### src/rtl/gf2m_madd.sv
module gf2m_madd #(
  parameter int XLEN = 64
) (
  input  logic            clk,
  input  logic            rst_n,
  input  logic            cfg_we,
  input  logic [XLEN-1:0] cfg_poly,
  input  logic            start,
  input  logic [XLEN-1:0] op_a,
  input  logic [XLEN-1:0] op_b,
  input  logic [XLEN-1:0] op_c,
  output logic            busy,
  output logic            done,
  output logic [XLEN-1:0] result
);
  localparam int DW = $clog2(XLEN + 1);

  logic [XLEN:0]   poly_q, dec_poly;
  logic [DW-1:0]   deg_q, dec_deg, cnt_q;
  logic [XLEN:0]   a_q, a_sh, a_nx;
  logic [XLEN-1:0] b_q, c_q, acc_q, acc_nx, res_q;
  logic            busy_q, done_q;

  always_comb begin
    dec_deg  = DW'(1);
    dec_poly = (XLEN+1)'(2);
    if (cfg_poly != '0 && cfg_poly != XLEN'(2)) begin
      if (!cfg_poly[0]) begin
        dec_deg  = DW'(XLEN);
        dec_poly = {1'b1, cfg_poly[XLEN-1:1], 1'b1};
      end else begin
        dec_poly = {1'b0, cfg_poly};
        for (int i = 0; i < XLEN; i++)
          if (cfg_poly[i]) dec_deg = DW'(i);
      end
    end
  end

  assign acc_nx = b_q[0] ? (acc_q ^ a_q[XLEN-1:0]) : acc_q;
  assign a_sh   = {a_q[XLEN-1:0], 1'b0};
  assign a_nx   = a_sh[deg_q] ? (a_sh ^ poly_q) : a_sh;

  always_ff @(posedge clk or negedge rst_n) begin
    if (!rst_n) begin
      poly_q <= (XLEN+1)'(2);
      deg_q  <= DW'(1);
      a_q    <= '0;
      b_q    <= '0;
      c_q    <= '0;
      acc_q  <= '0;
      res_q  <= '0;
      cnt_q  <= '0;
      busy_q <= 1'b0;
      done_q <= 1'b0;
    end else begin
      done_q <= 1'b0;
      if (!busy_q) begin
        if (cfg_we) begin
          poly_q <= dec_poly;
          deg_q  <= dec_deg;
        end
        if (start) begin
          a_q    <= {1'b0, op_a};
          b_q    <= op_b;
          c_q    <= op_c;
          acc_q  <= '0;
          cnt_q  <= '0;
          busy_q <= 1'b1;
        end
      end else begin
        acc_q <= acc_nx;
        a_q   <= a_nx;
        b_q   <= b_q >> 1;
        cnt_q <= cnt_q + DW'(1);
        if (cnt_q == DW'(XLEN - 1)) begin
          busy_q <= 1'b0;
          done_q <= 1'b1;
          res_q  <= acc_nx ^ c_q;
        end
      end
    end
  end

  assign busy   = busy_q;
  assign done   = done_q;
  assign result = res_q;
endmodule

### config.mk
export PLATFORM = sky130hd
export DESIGN_NAME = gf2m_madd
export DESIGN_NICKNAME = d
export VERILOG_FILES = /design/src/rtl/gf2m_madd.sv
export SDC_FILE = /design/constraint.sdc
export NUM_CORES = 1
export LEC_CHECK = 0
export BUFFER_PORTS_ARGS = -buffer_cell sky130_fd_sc_hd__buf_2
export CAP_MARGIN = 20
export CORE_UTILIZATION = 35
export DETAILED_ROUTE_END_ITERATION = 8
export GPL_ROUTABILITY_DRIVEN = 0
export PLACE_DENSITY = 0.57
export SYNTH_ARGS = -nofsm -noshare
export SYNTH_HDL_FRONTEND = slang
export SYNTH_SLANG_ARGS = --single-unit
export TNS_END_PERCENT = 20
### constraint.sdc
create_clock -name clk -period 5.1 [get_ports clk]
set_input_delay 0 -clock clk [delete_from_list [all_inputs] [get_ports clk]]
set_output_delay 0 -clock clk [all_outputs]
set_load 0.01 [all_outputs]
==> impl_results.md <==
- Outcome: completed
- Number of instances resized during post-cts repair: 0
- Fin crit period: 3.771 ns
- CTS Buffer Depth: 3
- Static Leak: 12.36 nW
- Clock transition at the register clock pins on the worst setup and hold paths after CTS: 0.06 ns
- Slew Limit Headroom: 31.90%
- Number of max-cap violations: 0
- Register Area: 0.01002 sq mm
- Core outline area: 0.05759 sq mm
- Final clock period utilization by the worst path: 73.94%
- Number of buffers inserted during clock tree synthesis: 48
- Synthesized netlist net count: 2405
- Measured slew at the worst slew-check pin: 1.022 ns
- Commonest cells post-synth: 486 x sky130_fd_sc_hd__nand2_1, 398 x sky130_fd_sc_hd__dfrtp_1, 285 x sky130_fd_sc_hd__o21ai_0
- Share of flip-flops with an asynchronous set or reset after synthesis: 100.0%
- Final net count: 2907
- IO buf count: 325
- Highest fanout seen on the critical path: 77
- Mapped Cells: 2144
- Depth of the worst register-to-register path: 8
- Fraction of synthesized cell area taken by the top area cell type: 48.95%
- Final Core Density: 46.79%
- Wire length of the first global-routing pass: 102400 um
- Leading cell types by total area after synthesis: sky130_fd_sc_hd__dfrtp_1 49%, sky130_fd_sc_hd__nand2_1 9.0%, sky130_fd_sc_hd__o21ai_0 7.0%, sky130_fd_sc_hd__mux2i_1 6.5%, sky130_fd_sc_hd__xnor2_1 5.6%
- Initial DRT Pass Iterations: 5
- Number of vias in the routed layout: 18150
- Final total power: 13.14 mW
- Worst hold margin: 0.07469 ns
- Number of global-route vias before repair: 18000
- Startpoint type of the worst setup path: register
- Worst-case vdd ir drop: 307.0 uV
- Residual overflow from global routing: 0
- GRT Util Overall: 21.81%
- H-tree depth: 2
- Site row count: 88
- Overall routed net length: 64550 um
- Synth Register Bits: 400
- Area of combinational cells with multiple inputs: 0.009683 sq mm
- Detailed Place HPWL: 41680 um
- Proportion of layout cells with a drive suffix above 1: 17.11%
- Synth warn: 0
- Final-report max-slew violation count: 0
- Yosys cell types: 54
- Post-route DRC violation count: 0
- Achievable frequency: 265.2 MHz
- Layout Skew: 0.02754 ns
- Finished Layout Cells: 3456
- Count of pins on the block boundary: 326
- Area leader, netlist: sky130_fd_sc_hd__dfrtp_1
- CTS Root Cell: sky130_fd_sc_hd__clkbuf_16
- Seq/Total Area, Yosys: 49.21%
- Wirelength per Cell: 18.68 um
- Area grow syn2layout: 32.42%
- Combined area of all synthesized cells: 0.02035 sq mm
- Crit path arrival time: 4.24 ns
- CTS tree: yes
- Detail Route Antenna Nets: 0
- First-iteration detailed-routing DRC count: 1204
- Fill count: 5407
- Vias per std cell: 5.250
- Worst min-delay path class: in2async
- Dominant cell by count in the synthesized netlist: sky130_fd_sc_hd__nand2_1
- Worst Setup Path Type: reg2reg
- WP data required: 5.57 ns
- Final number of setup-violating endpoints: 0
- Mapped Avg Cell Area: 9.490 sq um
- Die Height: 243.1 um
- Setup_tns: 0 ns
- Initial core utilization: 35.33%
- Initial antenna violation count: 7
- Post-synth top flop: sky130_fd_sc_hd__dfrtp_1
- Post-synth EDFFs: 0
- Pwr Density: 487.7 mW/mm^2
- Endpoints failing hold: 0
- Worst skew pair latency: 0.59 ns
- Placed cells: 3097
- Width of the die: 243.1 um
- RSZ-0062 raised after global routing: false
- Full die area: 0.05910 sq mm
- Largest net degree at the start of global routing: 128
- CTS sink cnt: 400
- Crit. End Element: register
[sequential cells by signal (all words and copies together) (netlist names)]
signal	count
a_q	64
acc_q	64
b_q	64
c_q	64
poly_q	64
result	64
cnt_q	7
deg_q	7
busy	1
done	1
[critical path: stages, from the launching register on]
cell and delay, ns:
sky130_fd_sc_hd__dfrtp_1 0.72, sky130_fd_sc_hd__buf_8 0.24, sky130_fd_sc_hd__mux4_2 0.35, sky130_fd_sc_hd__mux2_2 0.30
sky130_fd_sc_hd__o221a_1 0.24, sky130_fd_sc_hd__o221ai_1 0.31, sky130_fd_sc_hd__nand2_4 0.52, sky130_fd_sc_hd__buf_4 0.52
sky130_fd_sc_hd__o311a_1 0.40
[kinds of logic after synthesis]
family	share of synthesized area [%]
and+or+nand+nor	17.06
AOI/OAI and AO/OA	16.46
DFF	49.21
buffers and inverters	3.357
muxes	8.265
xor gates and xnor gates	5.596
adders and majority gates	0.06148
[power by group]
group	switching, mW	internal [mW]	total, mW
registers	1.10	4.34	5.44
logic	1.96	1.97	3.93
clock network	1.42	2.35	3.77
[repair_timing]
action                                 in CTS  in global routing
hold buffers                              262                  0
setup buffers                               0                  0
endpoints found under the hold margin     397                  0
[through the flow]
stage | area [sq um] | setup slack, ns
after floorplan | 20350 | 2.457
after global placement | 22530 | 1.255
after detailed placement | 22530 | 1.141
after CTS | 26880 | 1.081
after global routing | 26930 | 1.104
final | 26940 | 1.329
[final cells by class]
cell class,count,area share [%]
sequential,400,37.18
multi-input combinational,1573,35.94
timing repair buffer,608,16.62
clock buffer,64,5.131
tap,765,3.553
clock inverter,22,1.282
inverter,15,0.2090
antenna,9,0.08359
[per-layer routing]
layer / vias up / part of all wire [%] / track usage [%]
met1: 8882 / 45 / 29.70
met2: 512 / 47 / 35.26
met3: 106 / 5.8 / 3.815
met4: 6 / 2.5 / 6.622
met5: - / 0.057 / 0
li1: 8639 / - / -
[layout by cell type (no fill, tap or decap), types with 63 or more instances in the layout]
cell type	netlist	layout
sky130_fd_sc_hd__buf_2	12	323
sky130_fd_sc_hd__dfrtp_1	398	396
sky130_fd_sc_hd__dlygate4sd3_1	0	262
sky130_fd_sc_hd__mux2i_1	132	132
sky130_fd_sc_hd__nand2_1	486	486
sky130_fd_sc_hd__nand2b_1	74	71
sky130_fd_sc_hd__nand3_1	67	67
sky130_fd_sc_hd__nand4_1	66	66
sky130_fd_sc_hd__o211ai_1	68	68
sky130_fd_sc_hd__o21ai_0	285	285
sky130_fd_sc_hd__o311a_1	63	63
sky130_fd_sc_hd__xnor2_1	129	129
[final timing paths]
path	start	endpoint	slack (ns)
max	deg_q[1]	a_q[23]	1.33
min	rst_n	result[54]	0.07
max reg2reg	deg_q[1]	a_q[23]	1.33
min reg2reg	result[17]	result[17]	0.47
max in group asynchronous	rst_n	acc_q[51]	3.57
min in group clk	op_c[36]	c_q[36]	0.13
Note: power is estimated with default switching activity, not from simulation.
